==> src/rtl/asp_pkg.sv <==
package asp_pkg;
    typedef enum logic [1:0] {
        ST_IDLE = 2'd0,
        ST_SYNC = 2'd1,
        ST_RUN  = 2'd2
    } asp_state_e;

    localparam logic [1:0] ADDR_CTRL = 2'd0;
    localparam logic [1:0] ADDR_STAT = 2'd1;
    localparam logic [1:0] ADDR_RXD  = 2'd2;
    localparam logic [1:0] ADDR_TXD  = 2'd3;

    localparam int CTRL_EN    = 0;
    localparam int CTRL_DMA   = 1;
    localparam int STAT_IDLE  = 0;
    localparam int STAT_OVF   = 1;
    localparam int STAT_UNF   = 2;
    localparam int STAT_RXF   = 3;
    localparam int STAT_CHAN  = 4;
    localparam int STAT_TXF   = 5;
    localparam int STAT_BITS  = 6;
endpackage

==> src/rtl/asp_edge.sv <==
module asp_edge (
    input  logic clk,
    input  logic rst_n,
    input  logic sck,
    input  logic ws,
    output logic tick,
    output logic ws_rise,
    output logic ws_fall,
    output logic ws_prev
);
    typedef struct packed {
        logic sck;
        logic ws;
    } edge_st_t;

    edge_st_t st_d, st_q;

    assign tick    = sck & ~st_q.sck;
    assign ws_rise = tick & ~st_q.ws & ws;
    assign ws_fall = tick & st_q.ws & ~ws;
    assign ws_prev = st_q.ws;

    always_comb begin
        st_d     = st_q;
        st_d.sck = sck;
        if (tick) begin
            st_d.ws = ws;
        end
    end

    always_ff @(posedge clk or negedge rst_n) begin
        if (!rst_n) begin
            st_q <= '0;
        end else begin
            st_q <= st_d;
        end
    end
endmodule

==> src/rtl/asp_rx.sv <==
module asp_rx #(
    parameter int WORD_W = 32
) (
    input  logic              clk,
    input  logic              rst_n,
    input  logic              tick,
    input  logic              shift_en,
    input  logic              sdi,
    input  logic              deliver,
    input  logic              chan_in,
    input  logic              rd_clr,
    input  logic              restart,
    input  logic              ovf_clr,
    output logic [WORD_W-1:0] hold,
    output logic              full,
    output logic              chan,
    output logic              ovf
);
    typedef struct packed {
        logic [WORD_W-1:0] sh;
        logic [WORD_W-1:0] hold;
        logic              full;
        logic              chan;
        logic              ovf;
    } rx_st_t;

    rx_st_t st_d, st_q;
    logic [WORD_W-1:0] word;

    assign word = {st_q.sh[WORD_W-2:0], sdi};

    always_comb begin
        st_d = st_q;
        if (tick && shift_en) begin
            st_d.sh = word;
        end
        if (rd_clr) begin
            st_d.full = 1'b0;
        end
        if (ovf_clr) begin
            st_d.ovf = 1'b0;
        end
        if (deliver) begin
            if (st_q.full && !rd_clr) begin
                st_d.ovf = 1'b1;
            end else begin
                st_d.hold = word;
                st_d.full = 1'b1;
                st_d.chan = chan_in;
            end
        end
        if (restart) begin
            st_d.full = 1'b0;
            st_d.sh   = '0;
        end
    end

    always_ff @(posedge clk or negedge rst_n) begin
        if (!rst_n) begin
            st_q <= '0;
        end else begin
            st_q <= st_d;
        end
    end

    assign hold = st_q.hold;
    assign full = st_q.full;
    assign chan = st_q.chan;
    assign ovf  = st_q.ovf;

    assert_overflow_keeps_R3: assert property (@(posedge clk) disable iff (!rst_n)
        (st_q.full && deliver && !rd_clr) |=> $stable(st_q.hold));

    assert_ovf_sticky_R4: assert property (@(posedge clk) disable iff (!rst_n)
        (st_q.ovf && !ovf_clr) |=> st_q.ovf);
endmodule

==> src/rtl/asp_tx.sv <==
module asp_tx #(
    parameter int WORD_W = 32
) (
    input  logic              clk,
    input  logic              rst_n,
    input  logic              tick,
    input  logic              shift_en,
    input  logic              load,
    input  logic              flush,
    input  logic              wr,
    input  logic [WORD_W-1:0] wdata,
    input  logic              unf_clr,
    output logic              sdo,
    output logic              full,
    output logic              unf
);
    typedef struct packed {
        logic [WORD_W-1:0] sh;
        logic [WORD_W-1:0] hold;
        logic              full;
        logic              unf;
    } tx_st_t;

    tx_st_t st_d, st_q;

    always_comb begin
        st_d = st_q;
        if (unf_clr) begin
            st_d.unf = 1'b0;
        end
        if (load) begin
            if (st_q.full) begin
                st_d.sh   = st_q.hold;
                st_d.full = 1'b0;
            end else begin
                st_d.sh  = '0;
                st_d.unf = 1'b1;
            end
        end else if (tick && shift_en) begin
            st_d.sh = {st_q.sh[WORD_W-2:0], 1'b0};
        end
        if (flush) begin
            st_d.sh = '0;
        end
        if (wr) begin
            st_d.hold = wdata;
            st_d.full = 1'b1;
        end
    end

    always_ff @(posedge clk or negedge rst_n) begin
        if (!rst_n) begin
            st_q <= '0;
        end else begin
            st_q <= st_d;
        end
    end

    assign sdo  = st_q.sh[WORD_W-1];
    assign full = st_q.full;
    assign unf  = st_q.unf;

    assert_empty_slot_zero_R2: assert property (@(posedge clk) disable iff (!rst_n)
        (load && !st_q.full && !unf_clr) |=> (!sdo && st_q.unf));
endmodule

==> src/rtl/audio_slave_port.sv <==
module audio_slave_port
    import asp_pkg::*;
#(
    parameter int WORD_W = 32
) (
    input  logic              clk,
    input  logic              rst_n,
    input  logic              sck,
    input  logic              ws,
    input  logic              sdi,
    output logic              sdo,
    input  logic              wr_en,
    input  logic              rd_en,
    input  logic [1:0]        addr,
    input  logic [WORD_W-1:0] wdata,
    output logic [WORD_W-1:0] rdata,
    output logic              rx_dreq,
    output logic              tx_dreq,
    output logic              irq
);
    localparam int PAD_W = WORD_W - STAT_BITS;

    typedef struct packed {
        asp_state_e state;
        logic       en;
        logic       dma;
    } ctl_st_t;

    ctl_st_t st_d, st_q;

    logic tick, ws_rise, ws_fall, ws_prev;
    logic deliver, tx_load, tx_flush, rx_restart, running;
    logic rd_clr, tx_wr, ovf_clr, unf_clr;
    logic [WORD_W-1:0] rx_hold;
    logic rx_full, rx_chan, ovf, tx_full, unf;

    asp_edge u_edge (
        .clk     (clk),
        .rst_n   (rst_n),
        .sck     (sck),
        .ws      (ws),
        .tick    (tick),
        .ws_rise (ws_rise),
        .ws_fall (ws_fall),
        .ws_prev (ws_prev)
    );

    assign running = (st_q.state == ST_RUN);
    assign rd_clr  = rd_en && (addr == ADDR_RXD);
    assign tx_wr   = wr_en && (addr == ADDR_TXD);
    assign ovf_clr = wr_en && (addr == ADDR_STAT) && !wdata[STAT_OVF];
    assign unf_clr = wr_en && (addr == ADDR_STAT) && !wdata[STAT_UNF];

    always_comb begin
        st_d       = st_q;
        deliver    = 1'b0;
        tx_load    = 1'b0;
        tx_flush   = 1'b0;
        rx_restart = 1'b0;
        if (wr_en && (addr == ADDR_CTRL)) begin
            st_d.en  = wdata[CTRL_EN];
            st_d.dma = wdata[CTRL_DMA];
        end
        case (st_q.state)
            ST_IDLE: begin
                if (st_q.en) begin
                    st_d.state = ST_SYNC;
                    rx_restart = 1'b1;
                end
            end
            ST_SYNC: begin
                if (!st_q.en) begin
                    st_d.state = ST_IDLE;
                end else if (ws_fall) begin
                    st_d.state = ST_RUN;
                    tx_load    = 1'b1;
                end
            end
            ST_RUN: begin
                if (ws_rise || ws_fall) begin
                    deliver = 1'b1;
                    if (ws_fall && !st_q.en) begin
                        st_d.state = ST_IDLE;
                        tx_flush   = 1'b1;
                    end else begin
                        tx_load = 1'b1;
                    end
                end
            end
            default: st_d.state = ST_IDLE;
        endcase
    end

    always_ff @(posedge clk or negedge rst_n) begin
        if (!rst_n) begin
            st_q <= '{state: ST_IDLE, en: 1'b0, dma: 1'b0};
        end else begin
            st_q <= st_d;
        end
    end

    asp_rx #(.WORD_W(WORD_W)) u_rx (
        .clk      (clk),
        .rst_n    (rst_n),
        .tick     (tick),
        .shift_en (running),
        .sdi      (sdi),
        .deliver  (deliver),
        .chan_in  (ws_prev),
        .rd_clr   (rd_clr),
        .restart  (rx_restart),
        .ovf_clr  (ovf_clr),
        .hold     (rx_hold),
        .full     (rx_full),
        .chan     (rx_chan),
        .ovf      (ovf)
    );

    asp_tx #(.WORD_W(WORD_W)) u_tx (
        .clk      (clk),
        .rst_n    (rst_n),
        .tick     (tick),
        .shift_en (running),
        .load     (tx_load),
        .flush    (tx_flush),
        .wr       (tx_wr),
        .wdata    (wdata),
        .unf_clr  (unf_clr),
        .sdo      (sdo),
        .full     (tx_full),
        .unf      (unf)
    );

    always_comb begin
        case (addr)
            ADDR_CTRL: rdata = {{(WORD_W-2){1'b0}}, st_q.dma, st_q.en};
            ADDR_STAT: rdata = {{PAD_W{1'b0}}, tx_full, rx_chan, rx_full, unf, ovf,
                                (st_q.state == ST_IDLE)};
            ADDR_RXD:  rdata = rx_hold;
            default:   rdata = '0;
        endcase
    end

    assign rx_dreq = st_q.en & st_q.dma & rx_full;
    assign tx_dreq = st_q.en & st_q.dma & ~tx_full;
    assign irq     = ovf | unf;

    assert_read_drops_request_R5: assert property (@(posedge clk) disable iff (!rst_n)
        (rd_clr && !deliver) |=> !rx_dreq);

    assert_idle_holds_when_off_R7: assert property (@(posedge clk) disable iff (!rst_n)
        ((st_q.state == ST_IDLE) && !st_q.en && !(wr_en && (addr == ADDR_CTRL)))
            |=> (st_q.state == ST_IDLE));

    assert_frozen_without_clock_R8: assert property (@(posedge clk) disable iff (!rst_n)
        (running && !tick) |=> running);

    assert_flag_drives_irq_R10: assert property (@(posedge clk) disable iff (!rst_n)
        $rose(ovf) |-> irq);
endmodule

==> config.mk <==
export PLATFORM = sky130hd
export DESIGN_NAME = audio_slave_port
export DESIGN_NICKNAME = d
export VERILOG_FILES = /design/src/rtl/asp_pkg.sv /design/src/rtl/asp_edge.sv /design/src/rtl/asp_rx.sv /design/src/rtl/asp_tx.sv /design/src/rtl/audio_slave_port.sv
export SDC_FILE = /design/constraint.sdc
export NUM_CORES = 1
export LEC_CHECK = 0
export BUFFER_PORTS_ARGS = -buffer_cell sky130_fd_sc_hd__buf_2
export CAP_MARGIN = 20
export CORE_MARGIN = 2
export CORE_UTILIZATION = 55
export DETAILED_ROUTE_END_ITERATION = 10
export PLACE_DENSITY = 0.76
export SLEW_MARGIN = 20
export SYNTH_ARGS = -nofsm -noshare
export SYNTH_HDL_FRONTEND = slang
export SYNTH_SLANG_ARGS = --single-unit
export TNS_END_PERCENT = 5
==> constraint.sdc <==
create_clock -name clk -period 4 [get_ports clk]
set_clock_uncertainty 0.2 [all_clocks]
set_input_delay 0.4 -clock clk [delete_from_list [all_inputs] [get_ports clk]]
set_output_delay 0.4 -clock clk [all_outputs]
set_load 0.005 [all_outputs]
Yosys cells after proc, flatten, opt, wreduce, memory -nomap -nowiden

Cells that the tools add are included.

Bits in registers: 138
Input port bits: 41
Output and inout port bits: 36
Word-level logic and storage cells: 93

Equality and inequality tests: 9
Mux-type cells: 35
Bitwise operators: 14
Reductions and logical operators: 21

Operators with widths:

| cell                 | count |
|---|---|
| $mux W32             | 4 |
| $pmux W32 S3         | 1 |
| $mux W31             | 2 |
| $mux W1              | 18 |
| $mux W2              | 7 |
| $logic_and A1 B1 Y1  | 9 |
| $and A1 B1 Y1        | 8 |
| $eq A2 B2 Y1 const B | 3 |
| $ne A2 B2 Y1 const B | 3 |
| $pmux W2 S3          | 1 |
| $not A1 Y1           | 5 |
| $eq A2 B1 Y1 const B | 2 |
| $logic_not A1 Y1     | 4 |
| $logic_not A2 Y1     | 2 |
| $reduce_and A4 Y1    | 1 |
| $reduce_bool A2 Y1   | 2 |
| $mux W3              | 1 |
| $ne A3 B3 Y1 const B | 1 |
| $reduce_bool A3 Y1   | 1 |
| $pmux W1 S2          | 1 |
| $reduce_and A2 Y1    | 1 |
| $logic_or A1 B1 Y1   | 1 |
| $or A1 B1 Y1         | 1 |

Longest topological paths before layout

Depth after elaboration: 10
Mapped depth: 8
Depth with buffers taken out: 6

Cells and area by module

From an unflattened synthesis, not the netlist that was laid out.

Cells, all modules: 553
Area total of the unflattened synthesis: 6452.4 um2

By module, submodules not included:

| module           | instances | cells an instance | area an instance (um2) | sequential area each (um2) |
|---|---|---|---|---|
| asp_rx           | 1         | 247               | 2934.1                 | 1651.6 |
| asp_tx           | 1         | 219               | 2803.9                 | 1651.6 |
| audio_slave_port | 1         | 81                | 615.6                  | 100.1 |
| asp_edge         | 1         | 6                 | 98.8                   | 50.0 |

Worst setup path before layout

OpenSTA, ideal clock, no wires.

Path type: reg-to-reg
Start: register st_q[2] in the netlist's numbering
End: register u_rx.st_q, in the netlist u_rx.chan
Library setup time: 0.125 ns
Data arrival time: 1.789 ns
Required time: 3.675 ns
Path slack: 1.886 ns
Cell stages (with the launch flop): 9
Path buffers: 2
Clock period less this slack: 2.114 ns
Path through: dfrtp_1 -> inv_1 -> ha_1 -> and3b_1 -> buf_2 -> nand2_2 -> a21oi_4 -> buf_12 -> mux2_4

Cells in the longest elaborated chain, start to end: 3

Ends and longest elaborated chain:

| element                            | RTL line               | text |
|---|---|---|
| start, declared                    | audio_slave_port.sv:29 | `ctl_st_t st_d, st_q;` |
| start signal, assigned             | audio_slave_port.sv:96 | `st_q <= '{state: ST_IDLE, en: 1'b0, dma: 1'b0};` |
| start signal, assigned             | audio_slave_port.sv:98 | `st_q <= st_d;` |
| $eq A2 B2 Y1                       | audio_slave_port.sv:64 | `case (st_q.state)` |
| $mux W1                            | audio_slave_port.sv:64 |  |
| $reduce_and A2 Y1 (no source line) | n/a                    |  |
| end signal, assigned               | asp_rx.sv:62           | `st_q <= st_d;` |
| end, declared                      | asp_rx.sv:27           | `rx_st_t st_d, st_q;` |

Every way passes these cells.
A chain may end at the register's enable or synchronous reset.

Final worst setup path

Start: register st_q[2] in the netlist's numbering
End: register u_rx.st_q, in the netlist u_rx.hold[19]

The elaborated chain is that of the path after synthesis.

==> impl_results.md <==
* Status: completed
* Critical Path Max Stage Delay at 0.49 ns
* Synth cell types at 36
* Total congestion overflow at 0
* Pre-CTS setup slack at 1.28 ns
* First drt pass iteration count at 4
* CTS tree: yes
* RSZ-0062 raised after global routing: false
* Root buffer cell: clkbuf_16
* Met3 global-route usage at 5.98%
* Crit end category: flip-flop
* Final WL at 11900 um
* Worst-Skew Late Latency at 0.42 ns
* Core Area at 10900 um2
* Number of CTS-inserted buffers at 17
* Pwr Density at 544 nW/um2
* Register area share after synthesis at 55.3%
* Synth Area in Simple Gates at 11.1%
* Syn_nets at 560
* Die area at 12200 um2
* Buf+Inv Stages, Crit Path at 3
* Io pins at 77
* CTS max path bufs at 2
* Clk slew on worst S/H paths at 0.06 ns
* Layout filler cell count at 830
* Dominant cell type by area after synthesis: dfrtp_1
* Synth top area share at 55.3%
* H-tree depth at 4
* Final hold vios at 0
* Post-Layout Cell Count at 738
* Critical path class: flip-flop to flip-flop
* Die height at 111 um
* Post-Synth XOR/XNOR Area at 0.140%
* Largest family of logic cells by synthesized area: multiplexers
* Post-Syn Area per Cell at 12.1 um2
* Worst VDD drop at 0.399 mV
* Vias/cell at 5.51
* Final setup margin at 1.24 ns
* Pleak at 0.00343 uW
* Design area at 7270 um2
* Hold crit path type: primary input to flip-flop
* Tcrit/Tclk final at 68.9%
* WHS at 0.0143 ns
* Vias in the first global route at 4125
* Placed cell count at 701
* Most frequent CP cell: buf_4
* WL per Instance at 16.2 um
* Crit path DAT at 2.85 ns
* Met1 usage at 25.5%
* FF+latch area at 3450 um2
* Post-Route Setup TNS at 0 ns
* Final Max Tran Viols at 0
* Met2 Usage GRT at 34.9%
* Slowest cell on crit path: buf_4
* Worst-Margin Slew at 1.11 ns
* Largest fanout on the critical path at 33
* Post-Syn Instances at 515
* Layout cell share with drive strength beyond 1 at 32.2%
* DRC at 0
* Post-Synth Adder-Cell Area at 0.802%
* CP top delay family: buffers and inverters
* Final Wtd Congestion at 0.861
* Peak Freq at 363 MHz
* Min cycle time layout at 2.76 ns
* Row count at 38
* Mux share of post-synthesis cell area at 19.7%
* ANT nets after route at 0
* Synth Area in Compound Gates at 8.48%
* Yosys warning count at 0
* Via count at 4063
* Largest net degree at the start of global routing at 80
* Crit start category: flip-flop
* Busiest grt layer: met2
* Slew headroom at 26.1%
* Initial antenna violation count at 2
* First-pass GRT wire length at 20300 um
* Placed Area at 6600 um2
* Resized Gates After CTS at 0
* Nets at 629
* Gr usage total at 20.8%
* Buffers on Ports at 76
* CTS Sinks at 138
* Hpwl dp at 7730 um
* Setup violations, final at 0
* 1st-iter DRT viols at 258
* Leading post-synthesis cells by cell area: dfrtp_1 55%, mux2_4 7.2%, mux2_2 7.0%, nand2_1 6.0%, mux2i_1 5.5%
* Area grow syn2layout at 16.4%
* Die Wd at 111 um
* Cell chain of the critical path: inv_1 > ha_1 > and3b_1 > buf_4 > nand2_2 > a21oi_4 > buf_4 > mux2_2
* Max-cap violations at 0
* Required @ worst endpoint at 4.10 ns
* Area of the multi-input gates at 2520 um2
* Syn Std Cell Area at 6240 um2
* Starting Density at 57.1%
* Synthesized flop and latch total at 138
[placed cells by master (no fill, tap or decap), types with 2 or more instances in the layout]
master         netlist  final
dfrtp_1            138    138
nand2_1            100    100
buf_2                8     75
mux2_2              39     39
mux2i_1             34     34
a21oi_1             32     32
a22oi_1             31     31
mux2_4              30     30
and2_1              27     27
clkbuf_16            0     17
buf_4                0      7
a22o_1               6      6
inv_6                0      6
o21ai_0              4      4
inv_1                4      4
nand2b_1             4      4
ha_1                 4      4
bufinv_16            0      3
clkinv_4             0      3
dlygate4sd3_1        0      3
nor3b_1              2      2
nand2_2              2      2
o31ai_1              2      2
and3_1               2      2
nand3_1              2      2
nor2_1               2      2
clkinvlp_4           0      2
buf_6                2      2
[cells by family after synthesis]
group | after synthesis
compound gates | 79
mux | 103
fa+ha+maj | 4
simple gates | 149
flops | 138
buf+inv | 41
xor+xnor | 1
[area by class of cell]
class                   instances  area share [%]
flip-flops and latches        138            47.5
diodes                          1          0.0344
well taps                     140            2.41
repair buffers                 87            6.61
clock buffers                  17            5.86
multi-input cells             336            34.8
inverters                       4           0.207
clock inverters                15            2.60
[cells in the mapped netlist]
cell and instances:
dfrtp_1 138, nand2_1 100, mux2_2 39, mux2i_1 34
a21oi_1 32, a22oi_1 31, mux2_4 30, and2_1 27
clkbuf_1 21, buf_2 8, a22o_1 6, buf_12 6
ha_1 4, inv_1 4, nand2b_1 4, o21ai_0 4
and3_1 2, buf_6 2, nand2_2 2, nand3_1 2
nor2_1 2, nor3b_1 2, o31ai_1 2, a21oi_4 1
and2b_2 1, and3b_1 1, and4bb_1 1, nand3b_1 1
nand4b_1 1, nor2b_1 1, o211ai_1 1, o2bb2ai_1 1
o32ai_2 1, or2_2 1, or3_1 1, xor2_1 1
[routing by layer]
metal / vias up / wire length [um]
li1: 1915 / -
met1: 2042 / 5110
met2: 93 / 6120
met3: 11 / 581
met4: 2 / 117
met5: - / 11
[per-stage QoR]
stage,power [uW],util (%)
after floorplan,2170,-
after global placement,2310,60.4
after detailed placement,2360,60.4
after CTS,3980,66.3
after global routing,4150,66.4
final,3950,66.4
[power breakdown]
group,switching [uW],internal (uW),leakage (uW)
logic,292,275,0.00132
registers,144,1620,0.00182
clock network,624,993,0.000296
[worst register-to-register path, stage by stage, from the launching register on]
cell and delay [ns]:
dfrtp_1 0.39, inv_1 0.11, ha_1 0.25, and3b_1 0.18, buf_4 0.31, nand2_2 0.14
a21oi_4 0.12, buf_4 0.49, mux2_2 0.45
[timing repair]
action / 4_1_cts / 5_1_grt
endpoints found under the hold margin: 79 / 0
hold buffers: 3 / 0
buffers inserted: 0 / 0
[state kept, by name (all words and copies together) (netlist names)]
signal,cells
u_rx.ovf,1
u_rx.full,1
u_tx.full,1
u_edge.st_q,1
u_rx.hold,32
u_rx.chan,1
u_rx.st_q,31
u_tx.unf,1
u_tx.st_q,63
st_q,4
u_edge.ws_prev,1
u_tx.sdo,1
[path summary, 6_finish.rpt]
| check | startpoint | to | slack [ns] | depth (start not counted) |
|---|---|---|---|---|
| worst max-delay path | st_q[2] | u_rx.hold[19] | 1.24 | 8 |
| worst min register to register | u_rx.hold[21] | u_rx.hold[21] | 0.30 | 1 |
| worst max register to register | st_q[2] | u_rx.hold[19] | 1.24 | 8 |
| worst min-delay path | wdata[13] | u_tx.st_q[15] | 0.01 | 2 |
| min in group asynchronous | rst_n | u_rx.hold[10] | 0.39 | 2 |
| max in group asynchronous | rst_n | u_rx.st_q[57] | 2.31 | 3 |
No activity file was read; power rests on OpenSTA's default activity.
